<file path="src/rtl/ldst_agu_pkg.sv">
package ldst_agu_pkg;
  typedef enum logic [2:0] {
    AM_ABS  = 3'd0,
    AM_IND  = 3'd1,
    AM_DISP = 3'd2,
    AM_IDX  = 3'd3,
    AM_SCL  = 3'd4,
    AM_PCR  = 3'd5,
    AM_AUTO = 3'd6,
    AM_BAD  = 3'd7
  } amode_e;
endpackage

</file>
<file path="src/rtl/agu_opnd.sv">
module agu_opnd #(
  parameter int AW = 32,
  parameter int OW = 12,
  parameter int SW = 2
) (
  input  logic [OW-1:0] offset,
  input  logic [AW-1:0] index,
  input  logic [SW-1:0] scale,
  output logic [AW-1:0] off_ext,
  output logic [AW-1:0] idx_scaled
);
  function automatic logic [AW-1:0] sext_imm(input logic [OW-1:0] v);
    return {{(AW-OW){v[OW-1]}}, v};
  endfunction

  function automatic logic [AW-1:0] shift_idx(input logic [AW-1:0] v, input logic [SW-1:0] s);
    return v << s;
  endfunction

  assign off_ext    = sext_imm(offset);
  assign idx_scaled = shift_idx(index, scale);
endmodule

</file>
<file path="src/rtl/agu_addr_core.sv">
module agu_addr_core
  import ldst_agu_pkg::*;
#(
  parameter int AW = 32,
  parameter int ZW = 2
) (
  input  amode_e        mode,
  input  logic [AW-1:0] field,
  input  logic [AW-1:0] base,
  input  logic [AW-1:0] pc,
  input  logic [AW-1:0] off_ext,
  input  logic [AW-1:0] idx_scaled,
  input  logic [AW-1:0] index,
  input  logic [ZW-1:0] size,
  input  logic          dec,
  input  logic          pre,
  output logic [AW-1:0] step,
  output logic [AW-1:0] addr,
  output logic          wb_en,
  output logic [AW-1:0] wb_data,
  output logic          err
);
  localparam logic [AW-1:0] ONE = {{(AW-1){1'b0}}, 1'b1};

  function automatic logic [AW-1:0] bump(input logic [AW-1:0] b,
                                         input logic [AW-1:0] s,
                                         input logic d);
    return d ? (b - s) : (b + s);
  endfunction

  logic [AW-1:0] upd;
  assign step = ONE << size;
  assign upd  = bump(base, step, dec);

  always_comb begin
    addr    = '0;
    wb_en   = 1'b0;
    wb_data = '0;
    err     = 1'b0;
    unique case (mode)
      AM_ABS:  addr = field;
      AM_IND:  addr = base;
      AM_DISP: addr = base + off_ext;
      AM_IDX:  addr = base + index;
      AM_SCL:  addr = base + idx_scaled + off_ext;
      AM_PCR:  addr = pc + off_ext;
      AM_AUTO: begin
        addr    = pre ? upd : base;
        wb_en   = 1'b1;
        wb_data = upd;
      end
      default: err = 1'b1;
    endcase
  end
endmodule

</file>
<file path="src/rtl/agu_out_stage.sv">
module agu_out_stage #(
  parameter int W = 8
) (
  input  logic         clk,
  input  logic         rst_n,
  input  logic         in_valid,
  output logic         in_ready,
  input  logic [W-1:0] d,
  output logic         out_valid,
  input  logic         out_ready,
  output logic [W-1:0] q
);
  logic load;
  assign in_ready = !out_valid || out_ready;
  assign load     = in_valid && in_ready;

  always_ff @(posedge clk) begin
    if (!rst_n) begin
      out_valid <= 1'b0;
      q         <= '0;
    end else if (load) begin
      out_valid <= 1'b1;
      q         <= d;
    end else if (out_ready) begin
      out_valid <= 1'b0;
      q         <= '0;
    end
  end
endmodule

</file>
<file path="src/rtl/ldst_addr_gen.sv">
module ldst_addr_gen
  import ldst_agu_pkg::*;
#(
  parameter int AW = 32,
  parameter int OW = 12,
  parameter int SW = 2,
  parameter int ZW = 2
) (
  input  logic          clk,
  input  logic          rst_n,
  input  logic          in_valid,
  output logic          in_ready,
  input  logic [2:0]    in_mode,
  input  logic [AW-1:0] in_field,
  input  logic [OW-1:0] in_offset,
  input  logic [AW-1:0] in_base,
  input  logic [AW-1:0] in_index,
  input  logic [AW-1:0] in_pc,
  input  logic [SW-1:0] in_scale,
  input  logic [ZW-1:0] in_size,
  input  logic          in_dec,
  input  logic          in_pre,
  output logic          out_valid,
  input  logic          out_ready,
  output logic [AW-1:0] out_addr,
  output logic          out_wb_en,
  output logic [AW-1:0] out_wb_data,
  output logic          out_err
);
  localparam int PW = 2 * AW + 2;

  logic [AW-1:0] off_ext, idx_scaled, step, c_addr, c_wb_data;
  logic          c_wb_en, c_err;
  logic          acc_fire;
  logic [PW-1:0] pay_d, pay_q;

  agu_opnd #(.AW(AW), .OW(OW), .SW(SW)) u_opnd (
    .offset(in_offset), .index(in_index), .scale(in_scale),
    .off_ext(off_ext), .idx_scaled(idx_scaled)
  );

  agu_addr_core #(.AW(AW), .ZW(ZW)) u_core (
    .mode(amode_e'(in_mode)), .field(in_field), .base(in_base), .pc(in_pc),
    .off_ext(off_ext), .idx_scaled(idx_scaled), .index(in_index),
    .size(in_size), .dec(in_dec), .pre(in_pre), .step(step),
    .addr(c_addr), .wb_en(c_wb_en), .wb_data(c_wb_data), .err(c_err)
  );

  assign pay_d    = {c_addr, c_wb_data, c_wb_en, c_err};
  assign acc_fire = in_valid && in_ready;

  agu_out_stage #(.W(PW)) u_out (
    .clk(clk), .rst_n(rst_n), .in_valid(in_valid), .in_ready(in_ready),
    .d(pay_d), .out_valid(out_valid), .out_ready(out_ready), .q(pay_q)
  );

  assign {out_addr, out_wb_data, out_wb_en, out_err} = pay_q;
endmodule

</file>
<file path="config.mk">
export PLATFORM = sky130hd
export DESIGN_NAME = ldst_addr_gen
export DESIGN_NICKNAME = d
export VERILOG_FILES = /design/src/rtl/ldst_agu_pkg.sv /design/src/rtl/agu_opnd.sv /design/src/rtl/agu_addr_core.sv /design/src/rtl/agu_out_stage.sv /design/src/rtl/ldst_addr_gen.sv
export SDC_FILE = /design/constraint.sdc
export NUM_CORES = 1
export LEC_CHECK = 0
export BUFFER_PORTS_ARGS = -buffer_cell sky130_fd_sc_hd__buf_2
export CORE_ASPECT_RATIO = 0.9
export CORE_MARGIN = 4
export CORE_UTILIZATION = 45
export CTS_CLUSTER_SIZE = 10
export DETAILED_ROUTE_END_ITERATION = 8
export PLACE_DENSITY = 0.67
export REMOVE_ABC_BUFFERS = 1
export SLEW_MARGIN = 0
export SYNTH_ARGS = -nofsm -noshare
export SYNTH_HDL_FRONTEND = slang
export SYNTH_SLANG_ARGS = --single-unit
</file>
<file path="constraint.sdc">
create_clock -name clk -period 10.48 [get_ports clk]
set_input_delay 0.524 -clock clk [delete_from_list [all_inputs] [get_ports clk]]
set_output_delay 0.524 -clock clk [all_outputs]
set_load 0.02 [all_outputs]
</file>
==> flow_summary.yaml, run 1 <==
grt:
  busiest_layer: "met2"
  grt_use_met3_pct: 7.35
  antenna_found_initial: 1
  grt_max_degree: 57
  grt-ovfl-total: 0
  gr-usage-all-layers_pct: 31.8
  met2_usage_pct: 47.3
  grt_pass1_vias: 12600
  use_met1_pct: 46.2
  grt_pass1_wl_um: 74400
run_status:
  status: "finished, violations left"
  violations: "DRC"
synth:
  syn_inst: 1520
  synthAdderAreaFrac_pct: 18.3
  seq_area_frac_synth_pct: 11.0
  synth_top_cell_by_area: "ha_1"
  async_flop_share_pct: 0
  syn_area_um2: 12200
  synth-simple-area-share_pct: 17.8
  synth_top_family_by_area: "compound AO/OA/AOI/OAI gates"
  synth-xor-area-share_pct: 6.98
  synth_area_leaders: "ha_1, dfxtp_1, fa_1"
  synth_compound_area_share_pct: 31.5
  syn_area_per_cell_um2: 8.01
  synth-edff-count: 0
  synth_flop_cell: "dfxtp_1"
  synth.distinct_cells: 76
  yosysWarnings: 0
  ys_seq_elements: 67
  synth_mux_area_share_pct: 10.9
  synth_top_area_share_pct: 12.5
flow_run:
  cap_violations: 0
clocking:
  cts_num_sinks: 67
  cts_tree: "yes"
  cts_setup_buffers: 0
  cts_root_buf: "clkbuf_16"
  holdBufCountCts: 0
  insertion_delay_ns: 0.35
  path_clk_slew_ns: 0.07
  cts_buffers: 9
  postCtsResizedCells: 0
  cts_buffer_depth: 2
  cts.htree.levels: 3
placed_design:
  portBuffers: 220
  dpl.hpwl_um: 39100
  gp_congestion: 0.981
routing:
  routed_wirelength_um: 49700
  firstDrtPassIters: 9
  remaining_drc_errors: 1
  viasPerCell: 6.56
  ant_nets: 0
  drtIter0Drc: 1506
  wl_per_cell_um: 24.4
  vias: 13400
timing:
  timing.final.crit_share_pct: 46.9
  rsz0062_at_grt: "no"
  skew_ns: 0.00674
  setup_viol: 0
  tns_ns: 0
  slew_headroom_pct: 15.1
  hold_violations: 0
  fmax_mhz: 204
  worst_slew_pin_slew_ns: 1.24
  fin_crit_ns: 4.91
  drv_slew: 0
floorplan:
  ioPinCount: 221
  core_um2: 26300
  dieArea_um2: 29800
  fp.dieH_um: 164
  num_rows: 56
  initial_core_util_pct: 46.2
  die_width_um: 181
power:
  leakage_nw: 6.00
  power_density_nw_per_um2: 119
  ir_drop_uv: 86.4
worst_setup_path:
  crit_fanout: 34
  crit_path_end_kind: "register"
  start_kind: "primary input"
  cp_data_arrival_time_ns: 5.15
  required_ns: 10.71
  crit_type: "primary input to register"
worst_hold_path:
  hold_class: "register to register"
layout:
  fin_util_pct: 52.7
  area_growth_pct: 14.0
  nets: 1993
  n_antenna_cell: 0
  drive_above_1_share_pct: 19.7
cell type report:
cell class | instances | area, µm²
Fill cell | 2629 | 12500
Multi-Input combinational cell | 1341 | 10400
Sequential cell | 67 | 1340
Timing Repair Buffer | 234 | 1210
Tap cell | 348 | 435
Clock buffer | 10 | 239
Inverter | 30 | 113
Clock inverter | 6 | 95.1
metrics by stage:
stage | std cells | total power, mW | hold slack [ns] | instance area [µm²] | setup slack (ns)
6_report | 2036 | 1.65 | 0.466 | 13900 | 5.57
5_1_grt | 2036 | 1.74 | 0.491 | 13900 | 5.56
4_1_cts | 2036 | 1.62 | 0.457 | 13900 | 5.94
3_5_place_dp | 2020 | 1.25 | 0.446 | 13500 | 5.61
3_3_place_gp | 2020 | 1.25 | 0.437 | 13500 | 5.64
2_1_floorplan | 1438 | 0.951 | 0.528 | 11900 | 6.09
sequential cells by signal (all words and copies together), names as in the netlist:
signal / cells
u_out.q: 66
u_out.out_valid: 1
power breakdown:
group,switching [mW],internal (mW)
Clock,0.144,0.218
Combinational,0.612,0.394
Sequential,0.0102,0.267
final timing paths:
path / cells after the start / startpoint / to / slack (ns)
max: 15 / in_mode[0] / u_out.q[56] / 5.57
min: 2 / u_out.q[28] / u_out.q[28] / 0.47
max reg2reg: 6 / u_out.out_valid / u_out.q[54] / 7.94
min reg2reg: 2 / u_out.q[28] / u_out.q[28] / 0.47
cells in the final DEF, fill, tap and decap left out, types with 7 or more instances in the layout:
master / netlist / routed
o211ai_1: 15 / 15
o21a_1: 14 / 14
nor2_1: 85 / 84
mux2i_1: 28 / 28
nor3_1: 32 / 31
a221o_1: 7 / 7
nand3b_1: 8 / 8
a21oi_1: 129 / 128
mux2_2: 36 / 36
a221oi_1: 15 / 15
nor3b_1: 7 / 7
a31oi_1: 25 / 24
fa_1: 35 / 35
and2_1: 20 / 20
dfxtp_1: 67 / 67
inv_1: 30 / 30
clkbuf_16: 0 / 9
a21o_1: 61 / 61
a222oi_1: 14 / 14
mux4_2: 28 / 28
nand3_1: 34 / 34
and3_1: 18 / 18
a211oi_1: 25 / 25
buf_2: 2 / 220
xnor2_1: 64 / 64
o31ai_1: 10 / 10
ha_1: 122 / 122
or3_1: 15 / 15
o21bai_1: 15 / 15
nand2b_1: 20 / 20
o221ai_1: 8 / 8
buf_4: 0 / 14
xor2_1: 33 / 33
a21boi_0: 9 / 9
nand4_1: 19 / 19
nor2b_1: 43 / 43
o21ai_0: 91 / 91
a22oi_1: 45 / 45
o21ai_1: 17 / 17
nand2_1: 110 / 110
logic make-up (layout without fill, tap and decap cells):
| logic type | after synthesis | count (layout) |
|---|---|---|
| xor+xnor | 97 | 97 |
| mux | 93 | 93 |
| buf+inv | 112 | 280 |
| simple gates | 430 | 430 |
| compound gates | 564 | 564 |
| flops | 67 | 67 |
| fa+ha+maj | 157 | 157 |
synth_stat cells, types with 17 or more instances:
cell      number
mux2i_1       28
o21ai_1       17
nor2_1        85
nand2b_1      20
nand2_1      110
a21o_1        61
nand3_1       34
o21ai_0       91
xnor2_1       64
a21oi_1      129
xor2_1        33
a22oi_1       45
a31oi_1       25
clkbuf_1      75
ha_1         122
and3_1        18
a211oi_1      25
mux4_2        28
nor2b_1       43
and2_1        20
mux2_2        36
nand4_1       19
fa_1          35
inv_1         30
dfxtp_1       67
nor3_1        32
routing by layer:
metal	vias to the layer above	share of wire, %
met4	2	2.9
met2	759	42
met5	-	0.026
met1	6336	44
met3	98	11
li1	6167	-
worst max-delay path: stages:
cell	delay, ns
buf_2	0.45
nand3b_1	0.19
buf_4	0.32
mux2_2	0.30
inv_1	0.05
fa_1	0.39
nand2b_1	0.22
a2111oi_0	1.06
nor3_1	0.21
nor2_1	0.34
a21oi_1	0.17
o21ai_1	0.38
xor2_1	0.13
a221oi_1	0.31
nor3b_1	0.08
(Power assumes the default switching activity.)
==> inputs of run 2 (changes only) <==
--- a/config.mk
+++ b/config.mk
@@ -11,7 +11,7 @@
 export CORE_UTILIZATION = 45
 export CTS_CLUSTER_SIZE = 10
 export DETAILED_ROUTE_END_ITERATION = 8
-export PLACE_DENSITY = 0.67
+export PLACE_DENSITY = 0.69
 export REMOVE_ABC_BUFFERS = 1
 export SLEW_MARGIN = 0
 export SYNTH_ARGS = -nofsm -noshare
==> constraint.sdc (replaced) <==
create_clock -name clk -period 4.4 [get_ports clk]
set_input_delay 0.22 -clock clk [delete_from_list [all_inputs] [get_ports clk]]
set_output_delay 0.22 -clock clk [all_outputs]
set_load 0.02 [all_outputs]
==> flow_summary.yaml, run 2 (synthesized netlist as in run 1, its figures left out) <==
run_status:
  status: "completed"
layout:
  final_cell_mix: "buf_2, a21oi_1, ha_1"
  top_register: "u_out.q"
  fin_util_pct: 53.4
  area_growth_pct: 15.6
  drive_above_1_share_pct: 20.8
  nets: 2016
  final_common_cell: "buf_2"
  largest_register_ffs: 66
  final_area_um2: 14100
  reg_top3: "u_out.q (66), u_out.out_valid (1)"
floorplan:
  num_rows: 56
  dieArea_um2: 29800
  ioPinCount: 221
  fp.dieH_um: 164
  initial_core_util_pct: 46.2
  core_um2: 26300
  die_width_um: 181
power:
  p_sw_share_pct: 46.3
  power_density_nw_per_um2: 282
  ir_drop_uv: 148
  p_clk_share_pct: 21.8
  seqPwrFrac_pct: 16.6
  power.internal_mw: 2.13
  leakage_nw: 6.12
  comb_power_share_pct: 61.6
  p_switching_mw: 1.84
timing:
  hold_violations: 0
  setup_viol: 0
  slew_headroom_pct: 27.0
  tns_ns: 0
  fin_crit_ns: 3.91
  skew_ns: 0.0105
  drv_slew: 0
  rsz0062_at_grt: "no"
  fmax_mhz: 256
  worst_slew_pin_slew_ns: 1.07
  timing.final.crit_share_pct: 88.8
  timing.final.ws_setup_ns: 0.493
routing:
  wl_per_cell_um: 24.2
  ant_nets: 0
  routed_wirelength_um: 49900
  viasPerCell: 6.60
  drtIter0Drc: 1809
  remaining_drc_errors: 0
  vias: 13600
  firstDrtPassIters: 6
clocking:
  postCtsResizedCells: 0
  cts_root_buf: "clkbuf_16"
  cts_buffers: 9
  cts_num_sinks: 67
  cts_tree: "yes"
  path_clk_slew_ns: 0.06
  cts_setup_buffers: 0
  cts.htree.levels: 3
  cts_buffer_depth: 2
  holdBufCountCts: 0
  insertion_delay_ns: 0.36
grt:
  grt_pass1_wl_um: 75100
  gr-usage-all-layers_pct: 32.2
  grt_max_degree: 39
  grt_pass1_vias: 12700
  grt-ovfl-total: 0
  antenna_found_initial: 2
placed_design:
  gp_congestion: 1.06
  place_ws_ns: 0.207
  dpl.hpwl_um: 39100
  portBuffers: 220
  placed_area_um2: 13700
worst_setup_path:
  crit_fanout: 12
  start_kind: "primary input"
  crit_path_end_kind: "register"
  r2r_start: "u_out.out_valid"
  cp-startpoint: "in_scale[0]"
  cp_data_arrival_time_ns: 4.16
  rrSetupSlack_ns: 1.76
  crit_type: "primary input to register"
  r2r-end: "u_out.q[43]"
  worstRegToRegCells: 6
  required_ns: 4.65
  cp-endpoint: "u_out.q[61]"
flow_run:
  cap_violations: 0
worst_hold_path:
  hold_class: "primary input to register"
[run 2: changes by cell type in the layout (fill, tap and decap cells not counted), sizes merged]
cell      before  now
clkinvlp       0    1
diode          0    1
buf          234  257
clkinv         1    0
[run 2: cell type report]
| cell class | count | area, µm² |
|---|---|---|
| Inverter | 30 | 113 |
| Fill cell | 2581 | 12300 |
| Clock inverter | 6 | 93.8 |
| Clock buffer | 10 | 239 |
| Antenna cell | 1 | 2.50 |
| Sequential cell | 67 | 1340 |
| Timing Repair Buffer | 257 | 1400 |
| Multi-Input combinational cell | 1341 | 10400 |
| Tap cell | 348 | 435 |
[run 2: through the flow]
stage          total power [mW]  hold slack [ns]  cells
6_report                   3.97            0.164   2060
5_1_grt                    4.19            0.186   2060
4_1_cts                    3.90            0.156   2059
3_5_place_dp               3.03            0.452   2043
3_3_place_gp               3.02            0.437   2043
2_1_floorplan              2.27            0.334   1438
[run 2: how the worst min path moves through the flow]
stage                      startpoint              end  cells past startpoint
after global routing         in_valid  u_out.out_valid                      3
after CTS                    in_valid  u_out.out_valid                      3
after floorplan                 rst_n       u_out.q[0]                      2
after detailed placement  u_out.q[28]      u_out.q[28]                      2
after global placement    u_out.q[28]      u_out.q[28]                      2
final                        in_valid  u_out.out_valid                      3
[run 2: layer usage]
metal	wire [µm]	up-vias	share of wire, %	global-route usage [%]
met5	0	-	0	0
met4	1430	0	2.9	8.83
met3	5970	94	12	7.46
met2	20800	875	42	47.9
met1	21700	6410	43	46.8
li1	-	6211	-	-
[run 2: critical path, cell delays in order]
cell,delay (ns)
buf_2,0.22
buf_12,0.20
mux4_2,0.52
fa_1,0.45
ha_1,0.38
o21ai_0,0.10
a21oi_1,0.24
and3_1,0.24
o211ai_1,0.12
buf_4,0.17
a211oi_2,0.42
o21ai_0,0.19
xor2_1,0.29
o22ai_1,0.14
o211a_1,0.25
[run 2: power groups by stage]
| stage | combinational, mW | sequential [mW] | clock [mW] |
|---|---|---|---|
| after detailed placement | 2.36 | 0.671 | 0 |
| after global placement | 2.35 | 0.671 | 0 |
| after global routing | 2.64 | 0.661 | 0.890 |
| after floorplan | 1.56 | 0.702 | 0 |
| final | 2.44 | 0.658 | 0.865 |
| after CTS | 2.38 | 0.657 | 0.872 |
==> inputs of run 3 (changes only) <==
--- a/config.mk
+++ b/config.mk
@@ -9,6 +9,7 @@
 export CORE_ASPECT_RATIO = 0.9
 export CORE_MARGIN = 4
 export CORE_UTILIZATION = 45
+export CTS_BUF_LIST = sky130_fd_sc_hd__clkbuf_16
 export CTS_CLUSTER_SIZE = 10
 export DETAILED_ROUTE_END_ITERATION = 8
 export PLACE_DENSITY = 0.69
==> flow_summary.yaml, run 3 (synthesized netlist as in run 1, its figures left out) <==
clocking:
  cts_buffers: 9
  cts_setup_buffers: 0
  cts.htree.levels: 3
  cts_root_buf: "clkbuf_16"
  cts_num_sinks: 67
  insertion_delay_ns: 0.36
  cts_buffer_depth: 2
  postCtsResizedCells: 0
  holdBufCountCts: 0
  cts_tree: "yes"
  path_clk_slew_ns: 0.07
placed_design:
  place_ws_ns: 0.207
  placed_area_um2: 13700
  portBuffers: 220
  dpl.hpwl_um: 39100
  gp_congestion: 1.06
routing:
  routed_wirelength_um: 49900
  ant_nets: 0
  viasPerCell: 6.62
  remaining_drc_errors: 0
  firstDrtPassIters: 6
  vias: 13600
  drtIter0Drc: 1851
  wl_per_cell_um: 24.2
timing:
  drv_slew: 0
  slew_headroom_pct: 28.5
  fin_crit_ns: 3.89
  skew_ns: 0.00906
  setup_viol: 0
  rsz0062_at_grt: "no"
  worst_slew_pin_slew_ns: 1.05
  tns_ns: 0
  timing.final.ws_setup_ns: 0.509
  timing.final.crit_share_pct: 88.4
  fmax_mhz: 257
  hold_violations: 0
worst_setup_path:
  crit_fanout: 17
  required_ns: 4.62
  crit_type: "primary input to register"
  start_kind: "primary input"
  crit_path_end_kind: "register"
  cp_data_arrival_time_ns: 4.11
grt:
  antenna_found_initial: 2
  gr-usage-all-layers_pct: 32.2
  grt_pass1_vias: 12700
  grt-ovfl-total: 0
  grt_max_degree: 39
  grt_pass1_wl_um: 75100
floorplan:
  num_rows: 56
  dieArea_um2: 29800
  ioPinCount: 221
  fp.dieH_um: 164
  core_um2: 26300
  die_width_um: 181
  initial_core_util_pct: 46.2
layout:
  reg_top3: "u_out.q (66), u_out.out_valid (1)"
  top_register: "u_out.q"
  multi_input_area_um2: 10400
  final-seq-area_um2: 1340
  final_cell_mix: "buf_2, a21oi_1, ha_1"
  final_common_cell: "buf_2"
  final_area_um2: 14100
  num-fill-cells: 2583
  area_growth_pct: 15.5
  nets: 2016
  drive_above_1_share_pct: 20.7
  largest_register_ffs: 66
power:
  power_density_nw_per_um2: 281
  ir_drop_uv: 146
  leakage_nw: 6.12
run_status:
  status: "completed"
flow_run:
  cap_violations: 0
worst_hold_path:
  hold_class: "primary input to register"
run 3: path summary, 6_finish.rpt:
| check | start | to | slack (ns) | cells past startpoint |
|---|---|---|---|---|
| max | in_scale[1] | u_out.q[60] | 0.51 | 15 |
| min | in_valid | u_out.out_valid | 0.16 | 3 |
| min reg2reg | u_out.q[28] | u_out.q[28] | 0.46 | 2 |
| max reg2reg | u_out.out_valid | u_out.q[63] | 1.76 | 6 |
run 3: metrics by stage:
stage / total power [mW] / util [%] / instances / hold WS (ns)
after floorplan: 2.27 / - / 1438 / 0.334
after global placement: 3.02 / 52.1 / 2043 / 0.437
after detailed placement: 3.03 / 52.1 / 2043 / 0.452
after CTS: 3.89 / 53.4 / 2059 / 0.156
after global routing: 4.18 / 53.4 / 2060 / 0.186
final: 3.95 / 53.4 / 2061 / 0.162
run 3: layer usage:
layer,share of wire (%),vias up,track usage (%),wire (µm)
met5,0,-,0,0
met3,12,110,7.46,5970
met4,3.1,0,8.83,1540
li1,-,6222,-,-
met2,42,854,47.9,20700
met1,43,6455,46.9,21600
run 3: cell type report:
cell class / count / area share (%)
well taps: 348 / 3.10
inverters: 30 / 0.801
flip-flops and latches: 67 / 9.54
clock buffers: 9 / 1.60
diodes: 2 / 0.0356
multi-input cells: 1341 / 74.3
clock inverters: 7 / 0.694
repair buffers: 257 / 9.98
run 3: worst max-delay path, stage by stage:
cell and delay, ns:
buf_2 0.19, buf_4 0.25, buf_4 0.30, mux4_2 0.35, fa_1 0.46, ha_1 0.42, o2111ai_1 0.18, nor2_1 0.17
o2bb2ai_1 0.13, a31oi_1 0.11, a21boi_1 0.28, nor2_1 0.12, o31ai_1 0.30, mux2i_1 0.45, a41oi_1 0.16
run 3: where the power goes:
group          total (mW)  internal [mW]  switching [mW]
sequential          0.658          0.637          0.0213
clock               0.846          0.502           0.344
combinational        2.45          0.972            1.47
total                3.95           2.11            1.84
